--- src/rtl/adc_seq_pkg.sv ---
package adc_seq_pkg;
  typedef enum logic [1:0] {
    S_IDLE    = 2'd0,
    S_STARTUP = 2'd1,
    S_NEXT    = 2'd2,
    S_CONVERT = 2'd3
  } seq_state_e;
endpackage

--- src/rtl/adc_chan_enables.sv ---
module adc_chan_enables #(
  parameter int NCH = 8
) (
  input  logic           clk_i,
  input  logic           rst_ni,
  input  logic [NCH-1:0] set_i,
  input  logic [NCH-1:0] clr_i,
  output logic [NCH-1:0] en_o
);
  logic [NCH-1:0] en_q, en_d;

  always_comb begin
    en_d = (en_q | set_i) & ~clr_i;
  end

  always_ff @(posedge clk_i or negedge rst_ni) begin
    if (!rst_ni) en_q <= '0;
    else         en_q <= en_d;
  end

  assign en_o = en_q;

  // a clear strobe always leaves its channel disabled
  p_clr_wins_r2: assert property (@(posedge clk_i) disable iff (!rst_ni)
    1'b1 |=> ((en_q & $past(clr_i)) == '0));
endmodule

--- src/rtl/adc_chan_pick.sv ---
module adc_chan_pick #(
  parameter int NCH = 8,
  parameter int CHW = 3
) (
  input  logic [NCH-1:0] mask_i,
  output logic [NCH-1:0] onehot_o,
  output logic [CHW-1:0] idx_o
);
  always_comb begin
    onehot_o = mask_i & (~mask_i + NCH'(1));
    idx_o    = '0;
    for (int i = NCH - 1; i >= 0; i--) begin
      if (mask_i[i]) idx_o = CHW'(i);
    end
  end

  // the pick is a single channel and is taken from the mask
  always_comb begin
    a_pick_onehot_r1: assert ($onehot0(onehot_o));
    if (mask_i != '0) a_pick_in_mask_r1: assert (mask_i[idx_o]);
  end
endmodule

--- src/rtl/adc_startup_timer.sv ---
module adc_startup_timer #(
  parameter int CW = 8
) (
  input  logic          clk_i,
  input  logic          rst_ni,
  input  logic          load_i,
  input  logic [CW-1:0] val_i,
  input  logic          run_i,
  output logic          zero_o
);
  logic [CW-1:0] cnt_q, cnt_d;
  logic          cnt_en;

  assign cnt_en = load_i | (run_i & (cnt_q != '0));

  always_comb begin
    cnt_d = cnt_q;
    if (load_i)    cnt_d = val_i;
    else if (run_i) cnt_d = cnt_q - CW'(1);
  end

  always_ff @(posedge clk_i or negedge rst_ni) begin
    if (!rst_ni)     cnt_q <= '0;
    else if (cnt_en) cnt_q <= cnt_d;
  end

  assign zero_o = (cnt_q == '0);

  // the settling count falls by one per cycle while it runs
  p_tmr_step_r7: assert property (@(posedge clk_i) disable iff (!rst_ni)
    (run_i && !load_i && cnt_q != '0) |=> (cnt_q == $past(cnt_q) - CW'(1)));
endmodule

--- src/rtl/adc_seq_ctrl.sv ---
module adc_seq_ctrl
  import adc_seq_pkg::*;
#(
  parameter int NCH = 8,
  parameter int DW  = 10,
  parameter int SUW = 8,
  localparam int CHW = (NCH > 1) ? $clog2(NCH) : 1
) (
  input  logic              clk_i,
  input  logic              rst_ni,
  input  logic              start_i,
  input  logic              sleep_i,
  input  logic [SUW-1:0]    su_cycles_i,
  input  logic [NCH-1:0]    en_set_i,
  input  logic [NCH-1:0]    en_clr_i,
  output logic              cv_start_o,
  output logic [CHW-1:0]    cv_chan_o,
  input  logic              cv_busy_i,
  input  logic              cv_done_i,
  input  logic [DW-1:0]     cv_data_i,
  output logic              pwr_en_o,
  output logic [NCH*DW-1:0] res_data_o,
  output logic [NCH-1:0]    res_valid_o,
  output logic              seq_done_o
);
  // reset: asserted asynchronously, released on the clock
  logic [1:0] rst_sync_q;
  logic       rst_n;
  always_ff @(posedge clk_i or negedge rst_ni) begin
    if (!rst_ni) rst_sync_q <= 2'b00;
    else         rst_sync_q <= {rst_sync_q[0], 1'b1};
  end
  assign rst_n = rst_sync_q[1];

  seq_state_e     state_q, state_d;
  logic [NCH-1:0] en_q, mask_q, mask_d, pick_oh;
  logic [CHW-1:0] pick_idx, chan_q;
  logic           pwr_q, pwr_d, done_q, done_d;
  logic           accept, issue, last_done, tmr_zero, mask_en;
  logic [NCH-1:0] valid_q;

  adc_chan_enables #(.NCH(NCH)) u_enables (
    .clk_i (clk_i), .rst_ni (rst_n),
    .set_i (en_set_i), .clr_i (en_clr_i), .en_o (en_q)
  );

  adc_chan_pick #(.NCH(NCH), .CHW(CHW)) u_pick (
    .mask_i (mask_q), .onehot_o (pick_oh), .idx_o (pick_idx)
  );

  adc_startup_timer #(.CW(SUW)) u_timer (
    .clk_i (clk_i), .rst_ni (rst_n),
    .load_i (accept), .val_i (su_cycles_i),
    .run_i (state_q == S_STARTUP), .zero_o (tmr_zero)
  );

  assign accept    = (state_q == S_IDLE) && start_i && (en_q != '0);
  assign issue     = (state_q == S_NEXT) && !cv_busy_i;
  assign last_done = (state_q == S_CONVERT) && cv_done_i && (mask_q == '0);

  // next-state logic
  always_comb begin
    state_d = state_q;
    unique case (state_q)
      S_IDLE:    if (accept) state_d = sleep_i ? S_STARTUP : S_NEXT;
      S_STARTUP: if (tmr_zero) state_d = S_NEXT;
      S_NEXT:    if (issue) state_d = S_CONVERT;
      S_CONVERT: if (cv_done_i) state_d = (mask_q == '0) ? S_IDLE : S_NEXT;
      default:   state_d = S_IDLE;
    endcase
  end

  always_comb begin
    mask_en = accept | issue;
    mask_d  = accept ? en_q : (mask_q & ~pick_oh);
    pwr_d   = accept ? 1'b1 : (last_done ? 1'b0 : pwr_q);
    done_d  = last_done;
  end

  // registers
  always_ff @(posedge clk_i or negedge rst_n) begin
    if (!rst_n) begin
      state_q <= S_IDLE;
      pwr_q   <= 1'b0;
      done_q  <= 1'b0;
    end else begin
      state_q <= state_d;
      pwr_q   <= pwr_d;
      done_q  <= done_d;
    end
  end

  always_ff @(posedge clk_i or negedge rst_n) begin
    if (!rst_n)       mask_q <= '0;
    else if (mask_en) mask_q <= mask_d;
  end

  always_ff @(posedge clk_i or negedge rst_n) begin
    if (!rst_n)     chan_q <= '0;
    else if (issue) chan_q <= pick_idx;
  end

  // per-channel result slots
  for (genvar g = 0; g < NCH; g++) begin : g_slot
    logic          wr_en;
    logic [DW-1:0] data_q;
    assign wr_en = (state_q == S_CONVERT) && cv_done_i && (chan_q == CHW'(g));

    always_ff @(posedge clk_i or negedge rst_n) begin
      if (!rst_n)     data_q <= '0;
      else if (wr_en) data_q <= cv_data_i;
    end

    always_ff @(posedge clk_i or negedge rst_n) begin
      if (!rst_n)               valid_q[g] <= 1'b0;
      else if (accept | wr_en)  valid_q[g] <= wr_en;
    end

    assign res_data_o[g*DW +: DW] = data_q;
  end

  assign cv_start_o  = issue;
  assign cv_chan_o   = pick_idx;
  assign pwr_en_o    = !sleep_i || pwr_q;
  assign res_valid_o = valid_q;
  assign seq_done_o  = done_q;

  // converter unpowered when idle in sleep mode
  p_pwr_idle_r7: assert property (@(posedge clk_i) disable iff (!rst_n)
    (state_q == S_IDLE && sleep_i) |-> !pwr_en_o);
  // no conversion is started without power
  p_pwr_conv_r7: assert property (@(posedge clk_i) disable iff (!rst_n)
    cv_start_o |-> pwr_en_o);
  // one start pulse per conversion
  p_start_pulse_r10: assert property (@(posedge clk_i) disable iff (!rst_n)
    cv_start_o |=> !cv_start_o);
  // a started channel comes from the captured mask
  p_chan_in_mask_r1: assert property (@(posedge clk_i) disable iff (!rst_n)
    cv_start_o |-> mask_q[cv_chan_o]);
  // completion is one cycle long and leaves the block idle
  p_done_pulse_r11: assert property (@(posedge clk_i) disable iff (!rst_n)
    seq_done_o |=> !seq_done_o);
  p_done_idle_r11: assert property (@(posedge clk_i) disable iff (!rst_n)
    seq_done_o |-> (state_q == S_IDLE));
  // valid flags only accumulate inside a pass, so no restart occurs there
  p_no_restart_r3: assert property (@(posedge clk_i) disable iff (!rst_n)
    (state_q != S_IDLE) |=> ((valid_q & $past(valid_q)) == $past(valid_q)));
endmodule

--- config.mk ---
export PLATFORM = sky130hd
export DESIGN_NAME = adc_seq_ctrl
export DESIGN_NICKNAME = d
export VERILOG_FILES = /design/src/rtl/adc_seq_pkg.sv /design/src/rtl/adc_chan_enables.sv /design/src/rtl/adc_chan_pick.sv /design/src/rtl/adc_startup_timer.sv /design/src/rtl/adc_seq_ctrl.sv
export SDC_FILE = /design/constraint.sdc
export NUM_CORES = 1
export LEC_CHECK = 0
export BUFFER_PORTS_ARGS = -buffer_cell sky130_fd_sc_hd__buf_4
export CORE_MARGIN = 2
export CORE_UTILIZATION = 25
export CTS_CLUSTER_SIZE = 12
export DETAILED_ROUTE_END_ITERATION = 10
export HOLD_SLACK_MARGIN = 0.05
export PLACE_DENSITY_LB_ADDON = 0.3
export SYNTH_ARGS = -nofsm -noshare
export SYNTH_HDL_FRONTEND = slang
export SYNTH_SLANG_ARGS = --single-unit
--- constraint.sdc ---
create_clock -name clk_i -period 4.2 [get_ports clk_i]
set_clock_uncertainty 0.1 [all_clocks]
set_input_delay 0.42 -clock clk_i [delete_from_list [all_inputs] [get_ports clk_i]]
set_output_delay 0.42 -clock clk_i [all_outputs]
set_load 0.005 [all_outputs]
==> results.cfg, run 1 <==
[run_status]
status = completed

[logic_synthesis]
synth.most_common_cell = dfrtp_1
synth_ff_type = dfrtp_1
synth_edf_count = 0
seq_area_frac_synth_pct = 61.5
ys_top_cells_by_count = dfrtp_1 (121), mux2_2 (74), nor2_1 (35)
synth_warnings = 0
ys_async_sr_fraction_pct = 100
yosys-top-cells-area = dfrtp_1 (61%), mux2_2 (17%), mux2_4 (2.7%)
synth.distinct_cells = 41
syn_inst = 369
syn_area_per_cell_um2 = 13.3
synth_top_area_cell = dfrtp_1
yosys_register_bits = 121
syn_area_um2 = 4920
syn_nets = 411
synth.top_cell.area_share_pct = 61.5

[global_routing]
grt_use_total_pct = 13.1
grt_pass1_vias = 3439
grt_pass1_wl_mm = 19.8
grt_overflow = 0
antenna_found_initial = 0
grt_max_degree = 82

[cells_and_area]
num_antenna_cells = 0
layout.cells.non_filler = 796
fin_nets = 561
area_growth_pct = 40.1
final_layout_size_suffix_gt1_share_pct = 48.8
finish.utilization_pct = 35.6

[clock_tree]
post_cts_resized = 0
h-tree-depth = 4
clockBufferDepth = 2
cts-root-buf = clkbuf_16
cts_buffers = 17
post_cts_buffers = 0
postCtsHoldBufs = 9
clk_latency_ns = 0.41
cts.reportedPaths.clkPinSlew_ns = 0.05
cts_tree = built
clock_sinks = 121

[power]
swShare_pct = 29.1
p_int_mw = 3.75
leakage_nw = 3.36
switchingPower_mw = 1.54
peakVddDrop_mv = 0.294
pwr-share-seq_pct = 39.0
power-per-cell-area_nw_per_um2 = 766
p_clk_share_pct = 28.8
combinationalPowerShare_pct = 32.1

[placed_design]
place_congestion = 0.819
port_buffers = 133
dp_slack_ns = 1.78
dp_hpwl_mm = 9.06
dp_cells = 756

[timing]
setup_ws_ns = 1.81
worstMarginPinSlew_ns = 1.07
finalCriticalPeriod_ns = 2.39
tns_ns = 0
finalCritPeriodShare_pct = 57.0
rsz0062_at_grt = no
slew_headroom_pct = 28.6
hold_slack_ns = 0.107
hold_violations = 0
finalSetupViolations = 0
max_freq_mhz = 418
report.final.slew_viol_count = 0

[routing]
wl_per_cell_um = 16.5
drt.antenna.violating_nets = 0
routed_wl_mm = 13.1
viasPerCell = 4.28
vias = 3403
drc = 0
drtIter0Drc = 108
firstDrtPassIters = 4

[die]
io-pin-count = 134
die_area_um2 = 20800
rows = 51
initial_core_util_pct = 25.4
die_w_um = 144
die_h_um = 144
core_um2 = 19400

[job]
cap_viol_max_count = 0

[worst_setup_path]
worstPathRequired_ns = 4.40
critPathLaunchType = flip-flop
end_kind = flip-flop
worstSetupPathType = flip-flop to flip-flop
cp_max_fo = 11
cp.arrival_ns = 2.59

[min_path]
hp-class = primary input to flip-flop
[kinds of logic (layout without fill, tap and decap cells)]
kind of cell / after synthesis / after routing / synth area share, %
mux: 88 / 88 / 20.7
compound gates: 38 / 38 / 4.80
simple gates: 97 / 97 / 9.63
fa+ha+maj: 2 / 2 / 0.508
buf+inv: 19 / 181 / 2.26
flops: 121 / 121 / 61.5
other cells: 1 / 1 / 0.0762
xor+xnor: 3 / 3 / 0.534
[sequential cells by signal, indices dropped and copies added (netlist names)]
name / cells
g_slot.data_q: 80
mask_q: 8
res_valid_o: 8
u_enables.en_o: 8
u_timer.cnt_q: 8
chan_q: 3
rst_sync_q: 2
state_q: 2
pwr_q: 1
seq_done_o: 1
[placed cells by master (no fill, tap or decap), types with 8 or more instances in the layout]
master	netlist	layout
buf_4	0	134
dlygate4sd3_1	0	9
nand2_1	31	31
clkbuf_16	0	17
nand3_1	8	8
mux2_2	74	74
mux2_4	9	9
o21ai_0	16	16
nor2_1	35	29
dfrtp_1	121	120
[layout make-up]
class	instances	area [um^2]
Timing Repair Buffer	143	1100
Clock buffer	24	472
Fill cell	1938	12500
Tap cell	265	332
Sequential cell	121	3030
Inverter	7	26.3
Clock inverter	7	141
Multi-Input combinational cell	229	1800
[critical path, stage by stage (launching register included)]
cell     delay [ns]
dfrtp_1        0.58
nand3_1        0.19
or2_4          0.29
nor2_2         0.70
mux2_2         0.41
[power by group through the flow]
stage | combinational (mW) | clock (mW) | sequential (mW)
final | 1.70 | 1.52 | 2.06
after global routing | 1.86 | 1.63 | 2.14
after CTS | 1.73 | 1.57 | 2.07
after detailed placement | 1.71 | 0 | 2.08
after global placement | 1.68 | 0 | 2.07
after floorplan | 0.819 | 0 | 2.00
[layer usage]
metal	track usage, %	wire length [um]	vias to the layer above
li1	-	-	1589
met1	16.7	5920	1687
met2	19.8	6080	101
met3	3.97	708	26
met4	7.31	395	0
met5	0	0	-
[per-stage QoR]
stage               power [mW]  area (um^2)
floorplan                 2.82         4920
global placement          3.75         6190
detailed placement        3.80         6190
CTS                       5.37         6900
global route              5.62         6900
finish                    5.29         6900
[path summary, 6_finish.rpt]
| check | depth (start not counted) | to | startpoint | slack, ns |
|---|---|---|---|---|
| max in group asynchronous | 1 | g_slot[4].data_q[6]$_DFFE_PN0P_ | rst_sync_q[1]$_DFF_PN0_ | 2.48 |
| setup reg to reg | 4 | g_slot[3].data_q[0]$_DFFE_PN0P_ | state_q[0]$_DFFE_PN0P_ | 1.81 |
| hold / removal | 3 | u_timer.cnt_q[2]$_DFFE_PN0P_ | su_cycles_i[2] | 0.11 |
| min in group asynchronous | 2 | rst_sync_q[1]$_DFF_PN0_ | rst_ni | 0.22 |
| hold reg to reg | 0 | rst_sync_q[1]$_DFF_PN0_ | rst_sync_q[0]$_DFF_PN0_ | 0.25 |
| setup / recovery | 4 | g_slot[3].data_q[0]$_DFFE_PN0P_ | state_q[0]$_DFFE_PN0P_ | 1.81 |
(Power assumes the default switching activity.)
==> inputs of run 2 (changes only) <==
==> constraint.sdc (replaced) <==
create_clock -name clk_i -period 2.47 [get_ports clk_i]
set_clock_uncertainty 0.1 [all_clocks]
set_input_delay 0.247 -clock clk_i [delete_from_list [all_inputs] [get_ports clk_i]]
set_output_delay 0.247 -clock clk_i [all_outputs]
set_load 0.005 [all_outputs]
==> run 2 against run 1 <==
  * Non-clock buffer count is 39 higher
  * Critical path depth decreased by 1
  * Combinational power is 75% higher
  * Sequential share of layout area is 2.2 points lower
  * Via count is 3.5% higher
  * Global-route usage grew 0.20 points
  * First-iteration DRC count down 6.5%
  * Clock power is 68% higher
  * Sequential power is 67% higher
  * Critical path type is now flip-flop to output port
  * Setup slack lost 1.5 ns
==> results.cfg, run 2 (same netlist as run 1, synthesis figures left out) <==
[worst_setup_path]
worstSetupPathType = flip-flop to output port
r2r_setup_slack_ns = 0.35
worstPathRequired_ns = 2.12
end_kind = output port
cp_max_fo = 6
crit_path_top_delay_cell = nor4_1
critPathLaunchType = flip-flop
cp.arrival_ns = 1.84
path_cells = nor4_1 -> nor2b_1 -> buf_4
max_stage_delay_ns = 0.58
reg2reg_depth = 3

[clock_tree]
post_cts_buffers = 0
h-tree-depth = 4
cts-root-buf = clkbuf_16
post_cts_resized = 0
cts_tree = built
cts_buffers = 17
clk_latency_ns = 0.40
cts.reportedPaths.clkPinSlew_ns = 0.05
clock_sinks = 121
clockBufferDepth = 2

[cells_and_area]
num_antenna_cells = 0
layout.cells.non_filler = 835
multi_input_area_um2 = 1790
final-seq-area_um2 = 3030
final_layout_size_suffix_gt1_share_pct = 47.2
largest_reg_flops = 80
regMostFlops = g_slot.data_q
layout_commonest_cell = buf_4
final_cell_mix = buf_4 (144), dfrtp_1 (120), mux2_2 (74), dlygate4sd3_1 (37)
area_growth_pct = 47.4
fin_nets = 600
fillers = 1925

[timing]
finalSetupViolations = 0
rsz0062_at_grt = no
hold_slack_ns = 0.0876
finalCritPeriodShare_pct = 88.7
max_freq_mhz = 456
tns_ns = 0
finalCriticalPeriod_ns = 2.19
report.final.slew_viol_count = 0
worstMarginPinSlew_ns = 0.705
slew_headroom_pct = 52.6
hold_violations = 0

[die]
rows = 51
core_um2 = 19400
initial_core_util_pct = 25.4
die_w_um = 144
io-pin-count = 134
die_h_um = 144
die_area_um2 = 20800

[placed_design]
dp_hpwl_mm = 8.94
dp_cells = 767
port_buffers = 133
place_congestion = 0.809

[routing]
vias = 3522
viasPerCell = 4.22
routed_wl_mm = 13.2
wl_per_cell_um = 15.8
firstDrtPassIters = 4
drc = 0
drtIter0Drc = 101
drt.antenna.violating_nets = 0

[min_path]
min_path_cells = 3
hp-class = primary input to flip-flop

[run_status]
status = completed

[global_routing]
antenna_found_initial = 0
grt_use_total_pct = 13.3
grt_overflow = 0
grt_pass1_vias = 3730
grt_max_degree = 50
grt_pass1_wl_mm = 20.5

[power]
peakVddDrop_mv = 0.465
leakage_nw = 3.54
power-per-cell-area_nw_per_um2 = 1240

[job]
cap_viol_max_count = 0
==> run 2: final timing paths <==
check	from	endpoint
min in group asynchronous	rst_sync_q[1]$_DFF_PN0_	mask_q[2]$_DFFE_PN0P_
max	mask_q[0]$_DFFE_PN0P_	cv_chan_o[2]
max reg2reg	state_q[0]$_DFFE_PN0P_	g_slot[4].data_q[0]$_DFFE_PN0P_
max in group asynchronous	rst_sync_q[1]$_DFF_PN0_	u_timer.cnt_q[3]$_DFFE_PN0P_
min reg2reg	rst_sync_q[1]$_DFF_PN0_	mask_q[2]$_DFFE_PN0P_
min	sleep_i	state_q[0]$_DFFE_PN0P_
==> run 2: critical path: cells and delay by family, from the launching register on <==
| family | cells | cell delay, ns |
|---|---|---|
| AND/OR/NAND/NOR | 2 | 0.87 |
| buffers and inverters | 1 | 0.15 |
| flip-flops | 1 | 0.43 |
==> run 2: what timing repair did <==
item / 4_1_cts / 5_1_grt
hold buffers: 37 / 0
hold endpoints to repair: 96 / 0
setup endpoints to repair: 0 / 0
==> run 2: power by group <==
| part | internal, mW | switching, mW |
|---|---|---|
| clock network | 1.70 | 0.856 |
| registers | 2.84 | 0.604 |
| logic | 1.85 | 1.12 |
| total | 6.39 | 2.58 |
==> run 2: final cells by class <==
cell class                      instances  area share [%]
Sequential cell                       121            41.8
Multi-Input combinational cell        229            24.7
Timing Repair Buffer                  182            20.3
Clock buffer                           22            6.26
Tap cell                              265            4.57
Clock inverter                          9            2.03
Inverter                                7           0.362
==> run 2: per-stage QoR <==
step                utilization [%]  total power [mW]  cell area [um^2]  worst slack [ns]
finish                         37.4              8.97              7260             0.278
global route                   37.4              9.57              7260             0.135
CTS                            37.4              9.13              7260             0.219
detailed placement             32.4              6.46              6280             0.337
global placement               32.4              6.37              6280             0.437
floorplan                         -              4.80              4920             0.351
==> run 2: routing by layer <==
metal  routed length, um  vias up  global-route usage (%)
met3                 731       19                    4.07
met1                6030     1742                    17.1
met4                 335        0                    6.18
met2                6080       96                    20.5
li1                    -     1665                       -
met5                   0        -                       0
==> inputs of run 3 (changes only) <==
--- a/config.mk
+++ b/config.mk
@@ -8,7 +8,8 @@
 export BUFFER_PORTS_ARGS = -buffer_cell sky130_fd_sc_hd__buf_4
 export CORE_MARGIN = 2
 export CORE_UTILIZATION = 25
-export CTS_CLUSTER_SIZE = 12
+export CTS_BUF_LIST = sky130_fd_sc_hd__clkbuf_4 sky130_fd_sc_hd__clkbuf_8
+export CTS_CLUSTER_SIZE = 8
 export DETAILED_ROUTE_END_ITERATION = 10
 export HOLD_SLACK_MARGIN = 0.05
 export PLACE_DENSITY_LB_ADDON = 0.3
==> run 3 against run 2 <==
  * Count of clock-buffer cells in the layout unchanged
  * Sequential share of layout area increased by 0.92 points
  * Clock power decreased by 25%
  * First-iteration DRC count increased by 11%
  * Global-route usage decreased by 0.051 points
  * Power decreased by 7.0%
  * Highest routed layer unchanged
  * Design area decreased by 2.2%
  * Worst hold slack improved by 0.063 ns
==> results.cfg, run 3 (same netlist as run 1, synthesis figures left out) <==
[global_routing]
grt_max_degree = 50
grt_pass1_vias = 3720
antenna_found_initial = 0
grt_use_total_pct = 13.2
grt_pass1_wl_mm = 20.3
grt_overflow = 0

[die]
rows = 51
core_um2 = 19400
die_h_um = 144
io-pin-count = 134
initial_core_util_pct = 25.4
die_w_um = 144
die_area_um2 = 20800

[routing]
firstDrtPassIters = 4
wl_met2_mm = 6.06
met1_length_mm = 5.94
wl_met3_um = 777
vias = 3525
routed.top_layer = met4
routed_wl_mm = 13.1
viasPerCell = 4.21
drc = 0
wl_per_cell_um = 15.7
drtIter0Drc = 112
drt.antenna.violating_nets = 0

[timing]
worstMarginPinSlew_ns = 0.701
max_freq_mhz = 447
hold_violations = 0
finalSetupViolations = 0
finalCriticalPeriod_ns = 2.24
hold_slack_ns = 0.151
finalCritPeriodShare_pct = 90.6
report.final.slew_viol_count = 0
rsz0062_at_grt = no
slew_headroom_pct = 52.8
tns_ns = 0

[min_path]
hp-class = primary input to flip-flop
min_path_cells = 4
holdPathEnd = state_q[0]$_DFFE_PN0P_
min_from = cv_busy_i

[clock_tree]
clock_sinks = 121
cts_tree = built
cts_buffers = 17
clk_latency_ns = 0.43
cts.reportedPaths.clkPinSlew_ns = 0.07
h-tree-depth = 4
post_cts_resized = 0
cts-root-buf = clkbuf_8
clockBufferDepth = 2

[power]
peakVddDrop_mv = 0.407
leakage_nw = 3.48
power-per-cell-area_nw_per_um2 = 1180

[cells_and_area]
final_layout_size_suffix_gt1_share_pct = 47.7
num_antenna_cells = 0
layout.cells.non_filler = 837
area_growth_pct = 44.2
final_cell_mix = buf_4 (144), dfrtp_1 (120), mux2_2 (74), dlygate4sd3_1 (39)
layout_commonest_cell = buf_4
regMostFlops = g_slot.data_q
fin_nets = 602
largest_reg_flops = 80

[worst_setup_path]
r2r_setup_slack_ns = 0.33
reg2reg_depth = 3
critPathLaunchType = flip-flop
cp.arrival_ns = 1.89
rr_endpoint = g_slot[4].data_q[0]$_DFFE_PN0P_
worstPathRequired_ns = 2.12
max_stage_delay_ns = 0.59
cp_max_fo = 6
worstSetupPathType = flip-flop to output port
crit_path_top_delay_cell = nor4_1
end_kind = output port
path_cells = nor4_1 -> nor2b_1 -> buf_4
r2r_start = state_q[0]$_DFFE_PN0P_

[run_status]
status = completed

[placed_design]
place_congestion = 0.809
port_buffers = 133
dp_hpwl_mm = 8.94
dp_cells = 767

[job]
cap_viol_max_count = 0
==> run 3: changes by cell type in the layout (fill, tap and decap cells not counted), sizes merged <==
cell         before  now
dlygate4sd3      37   39
==> run 3: metrics by stage <==
stage,worst slack [ns],util (%),instance area [um^2],total power [mW]
after floorplan,0.351,-,4920,4.80
after global placement,0.437,32.4,6280,6.37
after detailed placement,0.337,32.4,6280,6.46
after CTS,0.180,36.6,7100,8.50
after global routing,0.0959,36.6,7100,8.94
final,0.232,36.6,7100,8.35
==> run 3: how the worst max path moves through the flow <==
stage / start / end / slack (ns) / cells past startpoint
after floorplan: rst_sync_q[1]$_DFF_PN0_ / chan_q[0]$_DFFE_PN0P_ / 0.35 / 0
after global placement: state_q[0]$_DFFE_PN0P_ / g_slot[4].data_q[1]$_DFFE_PN0P_ / 0.44 / 3
after detailed placement: state_q[0]$_DFFE_PN0P_ / g_slot[4].data_q[4]$_DFFE_PN0P_ / 0.34 / 3
after CTS: mask_q[0]$_DFFE_PN0P_ / cv_chan_o[2] / 0.18 / 3
after global routing: mask_q[0]$_DFFE_PN0P_ / cv_chan_o[2] / 0.1 / 3
final: mask_q[0]$_DFFE_PN0P_ / cv_chan_o[2] / 0.23 / 3
==> run 3: metal layers <==
metal  GRT usage, %  vias to the layer above
met5              0                        -
met4           6.49                        0
met3           3.87                       21
met2           20.7                       99
met1           16.8                     1742
li1               -                     1663
==> run 3: critical path, delay by kind of cell, from the launching register on <==
kind | cells | cell delay (ns)
buffers and inverters | 1 | 0.15
AND/OR/NAND/NOR | 2 | 0.89
flip-flops | 1 | 0.43
==> run 3: timing repair <==
action,4_1_cts,5_1_grt
endpoints found under the setup margin,0,0
hold buffers,39,0
buffers inserted,0,0
hold endpoints to repair,101,0
==> run 3: where the power goes <==
group	total, mW	internal, mW	switching (mW)
sequential	3.44	2.84	0.606
combinational	2.97	1.85	1.12
clock	1.93	1.16	0.773
total	8.35	5.85	2.50
==> run 3: final cells by class <==
class / count / area, um^2
fill: 1945 / 12300
sequential: 121 / 3030
multi-input combinational: 229 / 1790
timing repair buffer: 184 / 1490
tap: 265 / 332
clock buffer: 22 / 278
clock inverter: 9 / 148
inverter: 7 / 26.3
